`src/rtl/qcc_pkg.sv`:
```
package qcc_pkg;

  typedef enum logic [1:0] {
    RES_X1 = 2'd0,
    RES_X2 = 2'd1,
    RES_X4 = 2'd2
  } resMode_t;

  // Strobes from the edge decoder (control) to the pulse shaper (datapath)
  typedef struct packed {
    logic fire;   // start a count pulse this cycle
    logic up;     // direction of that count
    logic mark;   // also emit the reference marker
  } countStrobe_t;

  function automatic resMode_t decodeMode(input logic doubleN, input logic quad);
    if (!doubleN)  return RES_X2;
    else if (quad) return RES_X4;
    else           return RES_X1;
  endfunction

endpackage

```
`src/rtl/qcc_input_filter.sv`:
```
module qcc_input_filter #(
  parameter int VALID_CYCLES = 4
) (
  input  logic clk,
  input  logic rstN,
  input  logic rawIn,
  output logic level,
  output logic settled
);

  localparam int RUN_W = (VALID_CYCLES < 2) ? 1 : $clog2(VALID_CYCLES + 1);
  localparam logic [RUN_W-1:0] RUN_LAST = RUN_W'(VALID_CYCLES - 1);
  localparam logic [1:0] WARM_DONE = 2'd3;

  logic [1:0]       syncQ;
  logic [RUN_W-1:0] runQ;
  logic             levelQ;
  logic [1:0]       warmQ;
  logic             sampled;

  assign sampled = syncQ[1];

  always_ff @(posedge clk or negedge rstN) begin
    if (!rstN) begin
      syncQ  <= '0;
      runQ   <= '0;
      levelQ <= 1'b0;
      warmQ  <= '0;
    end else begin
      syncQ <= {syncQ[0], rawIn};
      if (warmQ != WARM_DONE) begin
        // track the synchronised input until the synchroniser is filled
        warmQ  <= warmQ + 2'd1;
        levelQ <= sampled;
        runQ   <= '0;
      end else if (sampled == levelQ) begin
        runQ <= '0;
      end else if (runQ == RUN_LAST) begin
        levelQ <= sampled;
        runQ   <= '0;
      end else begin
        runQ <= runQ + 1'b1;
      end
    end
  end

  assign level   = levelQ;
  assign settled = (warmQ == WARM_DONE);


  short_glitch_chk: assert property (@(posedge clk) disable iff (!rstN)
    (settled && (VALID_CYCLES > 1) && (sampled != levelQ) && (runQ == '0))
      |=> (levelQ == $past(levelQ)));

endmodule

```
`src/rtl/qcc_edge_decoder.sv`:
```
module qcc_edge_decoder
  import qcc_pkg::*;
(
  input  logic         clk,
  input  logic         rstN,
  input  logic         aLvl,
  input  logic         bLvl,
  input  logic         idxLvl,
  input  logic         settled,
  input  logic         busy,
  input  resMode_t     resMode,
  output countStrobe_t strobe
);

  logic prevA, prevB, armedQ;
  logic aMoved, bMoved, clash, take, dir, dirQuad;

  always_ff @(posedge clk or negedge rstN) begin
    if (!rstN) begin
      prevA  <= 1'b0;
      prevB  <= 1'b0;
      armedQ <= 1'b0;
    end else begin
      armedQ <= settled;
      // a step is only consumed while no pulse is running; otherwise it waits
      if (!busy) begin
        prevA <= aLvl;
        prevB <= bLvl;
      end
    end
  end

  assign aMoved  = aLvl ^ prevA;
  assign bMoved  = bLvl ^ prevB;
  assign clash   = aMoved & bMoved;
  assign dirQuad = aMoved ? (aLvl ^ bLvl) : ~(aLvl ^ bLvl);

  always_comb begin
    take = 1'b0;
    dir  = 1'b1;
    unique case (resMode)
      RES_X4: begin
        take = (aMoved | bMoved) & ~clash;
        dir  = dirQuad;
      end
      RES_X2: begin
        take = aMoved & ~clash;
        dir  = aLvl ^ bLvl;
      end
      RES_X1: begin
        take = aMoved & ~clash & ~bLvl;
        dir  = aLvl;
      end
      default: begin
        take = 1'b0;
        dir  = 1'b1;
      end
    endcase
  end

  assign strobe.fire = armedQ & ~busy & take;
  assign strobe.up   = dir;
  assign strobe.mark = aMoved & ~bLvl & idxLvl;


  x1_phase_chk: assert property (@(posedge clk) disable iff (!rstN)
    (strobe.fire && resMode == RES_X1) |-> (!bLvl && (aLvl != prevA)));


  x2_a_only_chk: assert property (@(posedge clk) disable iff (!rstN)
    (strobe.fire && resMode == RES_X2) |-> (aLvl != prevA));


  clash_quiet_chk: assert property (@(posedge clk) disable iff (!rstN)
    ((aLvl != prevA) && (bLvl != prevB)) |-> !strobe.fire);

endmodule

```
`src/rtl/qcc_pulse_shaper.sv`:
```
module qcc_pulse_shaper
  import qcc_pkg::*;
#(
  parameter int WIDTH_BITS = 4
) (
  input  logic                  clk,
  input  logic                  rstN,
  input  countStrobe_t          strobe,
  input  logic [WIDTH_BITS-1:0] pulseWidth,
  output logic                  upClkN,
  output logic                  dnClkN,
  output logic                  markN,
  output logic                  upDn,
  output logic                  busy
);

  localparam logic [WIDTH_BITS-1:0] ONE = WIDTH_BITS'(1);

  logic [WIDTH_BITS-1:0] holdQ, loadVal;
  logic upNQ, dnNQ, markNQ, upDnQ;

  assign loadVal = (pulseWidth == '0) ? ONE : pulseWidth;
  assign busy    = (holdQ != '0);

  always_ff @(posedge clk or negedge rstN) begin
    if (!rstN) begin
      holdQ  <= '0;
      upNQ   <= 1'b1;
      dnNQ   <= 1'b1;
      markNQ <= 1'b1;
      upDnQ  <= 1'b1;
    end else if (strobe.fire) begin
      holdQ  <= loadVal;
      upNQ   <= ~strobe.up;
      dnNQ   <= strobe.up;
      markNQ <= ~strobe.mark;
      upDnQ  <= strobe.up;
    end else if (busy) begin
      holdQ <= holdQ - ONE;
      if (holdQ == ONE) begin
        upNQ   <= 1'b1;
        dnNQ   <= 1'b1;
        markNQ <= 1'b1;
      end
    end
  end

  assign upClkN = upNQ;
  assign dnClkN = dnNQ;
  assign markN  = markNQ;
  assign upDn   = upDnQ;


  exclusive_low_chk: assert property (@(posedge clk) disable iff (!rstN)
    !(!upNQ && !dnNQ));


  dir_follow_chk: assert property (@(posedge clk) disable iff (!rstN)
    !$stable(upDnQ) |-> ($fell(upNQ) || $fell(dnNQ)));


  mark_pair_chk: assert property (@(posedge clk) disable iff (!rstN)
    !markNQ |-> (!upNQ || !dnNQ));


  no_retrigger_chk: assert property (@(posedge clk) disable iff (!rstN)
    (busy && holdQ != ONE) |=> (upNQ == $past(upNQ) && dnNQ == $past(dnNQ)));

endmodule

```
`src/rtl/quad_clock_converter.sv`:
```
module quad_clock_converter
  import qcc_pkg::*;
#(
  parameter int VALID_CYCLES = 4,
  parameter int WIDTH_BITS   = 4
) (
  input  logic                  clk,
  input  logic                  rstN,
  input  logic                  phaseA,
  input  logic                  phaseB,
  input  logic                  indexIn,
  input  logic                  selDoubleN,
  input  logic                  selQuad,
  input  logic [WIDTH_BITS-1:0] pulseWidth,
  output logic                  upClkN,
  output logic                  dnClkN,
  output logic                  indexOutN,
  output logic                  upDn
);

  localparam int N_INPUTS = 3;

  logic [N_INPUTS-1:0] rawVec, lvlVec, settledVec;
  countStrobe_t        strobe;
  logic                busy;
  resMode_t            resMode;

  assign rawVec  = {indexIn, phaseB, phaseA};
  assign resMode = decodeMode(selDoubleN, selQuad);

  for (genvar gi = 0; gi < N_INPUTS; gi++) begin : g_filter
    qcc_input_filter #(.VALID_CYCLES(VALID_CYCLES)) u_filter (
      .clk     (clk),
      .rstN    (rstN),
      .rawIn   (rawVec[gi]),
      .level   (lvlVec[gi]),
      .settled (settledVec[gi])
    );
  end

  qcc_edge_decoder u_decoder (
    .clk     (clk),
    .rstN    (rstN),
    .aLvl    (lvlVec[0]),
    .bLvl    (lvlVec[1]),
    .idxLvl  (lvlVec[2]),
    .settled (&settledVec),
    .busy    (busy),
    .resMode (resMode),
    .strobe  (strobe)
  );

  qcc_pulse_shaper #(.WIDTH_BITS(WIDTH_BITS)) u_shaper (
    .clk        (clk),
    .rstN       (rstN),
    .strobe     (strobe),
    .pulseWidth (pulseWidth),
    .upClkN     (upClkN),
    .dnClkN     (dnClkN),
    .markN      (indexOutN),
    .upDn       (upDn),
    .busy       (busy)
  );


  reset_idle_chk: assert property (@(posedge clk)
    !rstN |=> (upClkN && dnClkN && indexOutN && upDn));

endmodule

```
`config.mk`:
```
export PLATFORM = sky130hd
export DESIGN_NAME = quad_clock_converter
export DESIGN_NICKNAME = d
export VERILOG_FILES = /design/src/rtl/qcc_pkg.sv /design/src/rtl/qcc_input_filter.sv /design/src/rtl/qcc_edge_decoder.sv /design/src/rtl/qcc_pulse_shaper.sv /design/src/rtl/quad_clock_converter.sv
export SDC_FILE = /design/constraint.sdc
export NUM_CORES = 1
export LEC_CHECK = 0
export ABC_CLOCK_PERIOD_IN_PS = 3100
export BUFFER_PORTS_ARGS = -buffer_cell sky130_fd_sc_hd__buf_4
export CORE_UTILIZATION = 62
export DETAILED_ROUTE_END_ITERATION = 8
export PLACE_DENSITY = 0.95
export SLEW_MARGIN = 0
export SYNTH_ARGS = -nofsm -noshare
export SYNTH_HDL_FRONTEND = slang
export SYNTH_HIERARCHICAL = 1
export SYNTH_SLANG_ARGS = --single-unit
```
`constraint.sdc`:
```
create_clock -name clk -period 3.1 [get_ports clk]
set_clock_uncertainty 0.15 [all_clocks]
set_input_delay 0.31 -clock clk [delete_from_list [all_inputs] [get_ports clk]]
set_output_delay 0.31 -clock clk [all_outputs]
set_load 0.005 [all_outputs]
```
==> impl_metrics.tcl <==
set metrics [dict create \
    status "completed" \
    syn_nets 141 \
    worstPathCellList "inv_1, ha_1, nor3b_4, inv_1, nor3b_1, buf_4, mux2_2" \
    initial_core_util 0.653 \
    fmax_ghz 0.463 \
    layout.nets 165 \
    critical_path_class "reg2reg" \
    die_height_um 52.8 \
    cp_num_buf_inv 3 \
    grt_pass1_vias 940 \
    drive_above_1_share 0.317 \
    hpwlAfterDp_um 1910 \
    antenna_found_initial 0 \
    synth_mux_area_frac 0.0703 \
    path_clk_slew_ns 0.11 \
    yosys_warnings 6 \
    dp_cells 163 \
    critPathLaunchType "flop" \
    drc 0 \
    fin_cells 175 \
    fin_total_pwr_mw 1.49 \
    core-area_mm2 0.00245 \
    worstMarginPinSlew_ns 0.426 \
    synthAdderAreaFrac 0.0781 \
    cts.path.max_buffers 2 \
    routed_wl_um 2500 \
    p_per_area_mw_per_mm2 813 \
    tns_ns 0 \
    via_per_inst 5.49 \
    drtPass1Iterations 4 \
    cp_common_cell "inv_1" \
    cellLeakagePower_nw 0.836 \
    io_buffer_count 14 \
    rsz0062_at_grt "false" \
    maxCapViolations 0 \
    peakVddDrop_uv 572 \
    die-area_mm2 0.00279 \
    synth_top_family_by_area "simple AND/OR/NAND/NOR gates" \
    period_minus_slack_ns 2.16 \
    cts_tree "done" \
    maxSlewViolCount 0 \
    crit_family "simple AND/OR/NAND/NOR gates" \
    synth_compound_area_frac 0.0507 \
    synth_seq_cells 35 \
    yosysSeqAreaShare 0.550 \
    drt-initial-drc-count 12 \
    routedWlPerCell_um 14.3 \
    yosys.area_share.simple 0.157 \
    critPathCaptureType "flop" \
    hold_viol_final 0 \
    finalSetupViolCount 0 \
    htree_levels 2 \
    max_slew_margin 0.716 \
    n_antenna_cell 0 \
    cts_sinks 35 \
    root_buffer "clkbuf_4" \
    crit_required_ns 3.22 \
    clk-insertion-delay-late_ns 0.34 \
    grt_max_degree 36 \
    io_pins 15 \
    synth_cell_types 35 \
    crit_arrival_ns 2.28 \
    grt_use_total 0.204 \
    post-route-period-util 0.697 \
    cts_buffers 5 \
    place_congestion 0.843 \
    drtAntennaViolNets 0 \
    cp_slowest_cell "dfrtp_1" \
    avgSynthCellArea_um2 13.4 \
    area_delta_synth_final_pct 14.5 \
    critical_path.max_fanout 13 \
    netlist_instances 120 \
    design_area_mm2 0.00184 \
    hp-class "in2reg" \
    num_vias 961 \
    critPathMaxStageDelay_ns 0.42 \
    final.fill_count 149 \
    die_w_um 52.8 \
    placed_cell_area_mm2 0.00174 \
    grt_pass1_wl_um 3880 \
    core.rowCount 18 \
    gr-total-overflow 0 \
    synth_xor_area_frac 0.0710 \
    syn_area_mm2 0.00160 \
]
-- report_power, final --
part	switching [mW]	internal (mW)
clock	0.146	0.0875
sequential	0.105	0.587
combinational	0.260	0.307
total	0.511	0.981
-- worst paths after layout --
path / startpoint / to / slack, ns / cells after the start
max in group asynchronous: rstN / u_shaper/upDn / 2.16 / 2
hold reg to reg: g_filter[1].u_filter/syncQ[0] / g_filter[1].u_filter/syncQ[1] / 0.21 / 0
hold / removal: pulseWidth[2] / u_shaper/holdQ[2] / 0.03 / 3
min in group asynchronous: rstN / g_filter[1].u_filter/level / 0.29 / 2
setup reg to reg: u_shaper/holdQ[0] / u_shaper/upDn / 0.94 / 7
setup / recovery: u_shaper/holdQ[0] / u_shaper/upDn / 0.94 / 7
-- Yosys cell counts --
master     number  share of area
clkbuf_1        1         0.0023
nor3b_2         3          0.023
xor2_1          6          0.033
or2_2           1         0.0039
nor2b_4         3          0.026
a21oi_1         1         0.0031
and3b_1         1         0.0055
nor4b_1         1         0.0055
mux2_1          2          0.014
a2bb2oi_1       3          0.016
and3_2          3          0.014
dfstp_2         4          0.066
nor3b_4         1          0.012
xnor2_1         7          0.038
mux2_4          3          0.028
a22o_1          1         0.0055
nand2_1         5          0.012
dfrtp_1        31           0.48
mux2_2          4          0.028
o31ai_1         2         0.0094
a22oi_1         1         0.0047
nor2b_1         4          0.016
inv_1           6          0.014
o21ai_1         1         0.0031
inv_2           1         0.0023
and3_1          1         0.0039
o21ai_0         1         0.0031
nor3b_1         1         0.0047
a32oi_1         1         0.0055
nor3_1          5          0.016
nand2b_1        2         0.0078
ha_1           10          0.078
buf_4           1         0.0047
and2_1          1         0.0039
nand2_2         1         0.0039
-- layer usage --
layer	vias to the layer above	GRT usage	wire (µm)
li1	463	-	-
met1	480	0.215	998
met2	16	0.361	1380
met3	2	0.0783	100
met4	0	0.0789	21
met5	-	0	0
-- final cells by class --
class	count	area (µm²)	area share
sequential	35	881	0.480
multi-input combinational	76	684	0.373
tap	30	37.5	0.0204
timing repair buffer	19	153	0.0832
clock inverter	2	12.5	0.00682
inverter	7	26.3	0.0143
clock buffer	6	41.3	0.0225
-- through the flow --
stage                util  setup slack, ns  hold slack [ns]
floorplan               -             1.03           -0.136
global placement    0.709             1.01            0.121
detailed placement  0.709            0.956            0.127
CTS                 0.748            0.920           0.0146
global route        0.748            0.810           0.0203
finish              0.748            0.940           0.0296
-- logic make-up (layout without fill, tap and decap cells) --
logic type      Yosys count  in the layout
fa+ha+maj                10             10
flops                    35             35
buf+inv                   9             34
simple gates             33             33
compound gates           11             11
xor+xnor                 13             13
mux                       9              9
-- flip-flops by register name, indices dropped and copies added (netlist names) --
register                 count
g_filter.u_filter/runQ       9
g_filter.u_filter/syncQ      6
g_filter.u_filter/warmQ      6
u_shaper/holdQ               4
g_filter.u_filter/level      3
u_decoder/armedQ             1
u_decoder/prevA              1
u_decoder/prevB              1
u_shaper/dnClkN              1
u_shaper/markN               1
u_shaper/upClkN              1
u_shaper/upDn                1
-- placed cells by master, fill, tap and decap left out --
cell	n
nor3b_4	1
or2_2	1
and2_1	1
mux2_4	3
clkinv_2	1
nand2b_1	2
and3_2	3
dfrtp_1	31
mux2_2	4
and3b_1	1
inv_1	6
nor2b_1	4
ha_1	10
a22o_1	1
xor2_1	6
inv_2	1
a2bb2oi_1	3
nor3_1	5
o21ai_0	1
nor4b_1	1
a32oi_1	1
dfstp_2	4
mux2_1	2
dlygate4sd3_1	4
clkbuf_1	1
nor3b_2	3
and3_1	1
buf_4	15
a21oi_1	1
clkbuf_4	5
clkinvlp_4	1
xnor2_1	7
a22oi_1	1
nor3b_1	1
nand2_2	1
nand2_1	5
nor2b_4	3
o21ai_1	1
o31ai_1	2
-- worst register-to-register path: stages (launching register included) --
cell,delay [ns]
dfrtp_1,0.42
inv_1,0.13
ha_1,0.18
nor3b_4,0.30
inv_1,0.14
nor3b_1,0.22
buf_4,0.21
mux2_2,0.34
-- repair_timing --
| item | 4_1_cts | 5_1_grt |
|---|---|---|
| endpoints found under the hold margin | 34 | 0 |
| resized for setup | 0 | 0 |
| buffers inserted | 0 | 0 |
| hold buffers | 4 | 0 |
No activity file was read; power rests on OpenSTA's default activity.
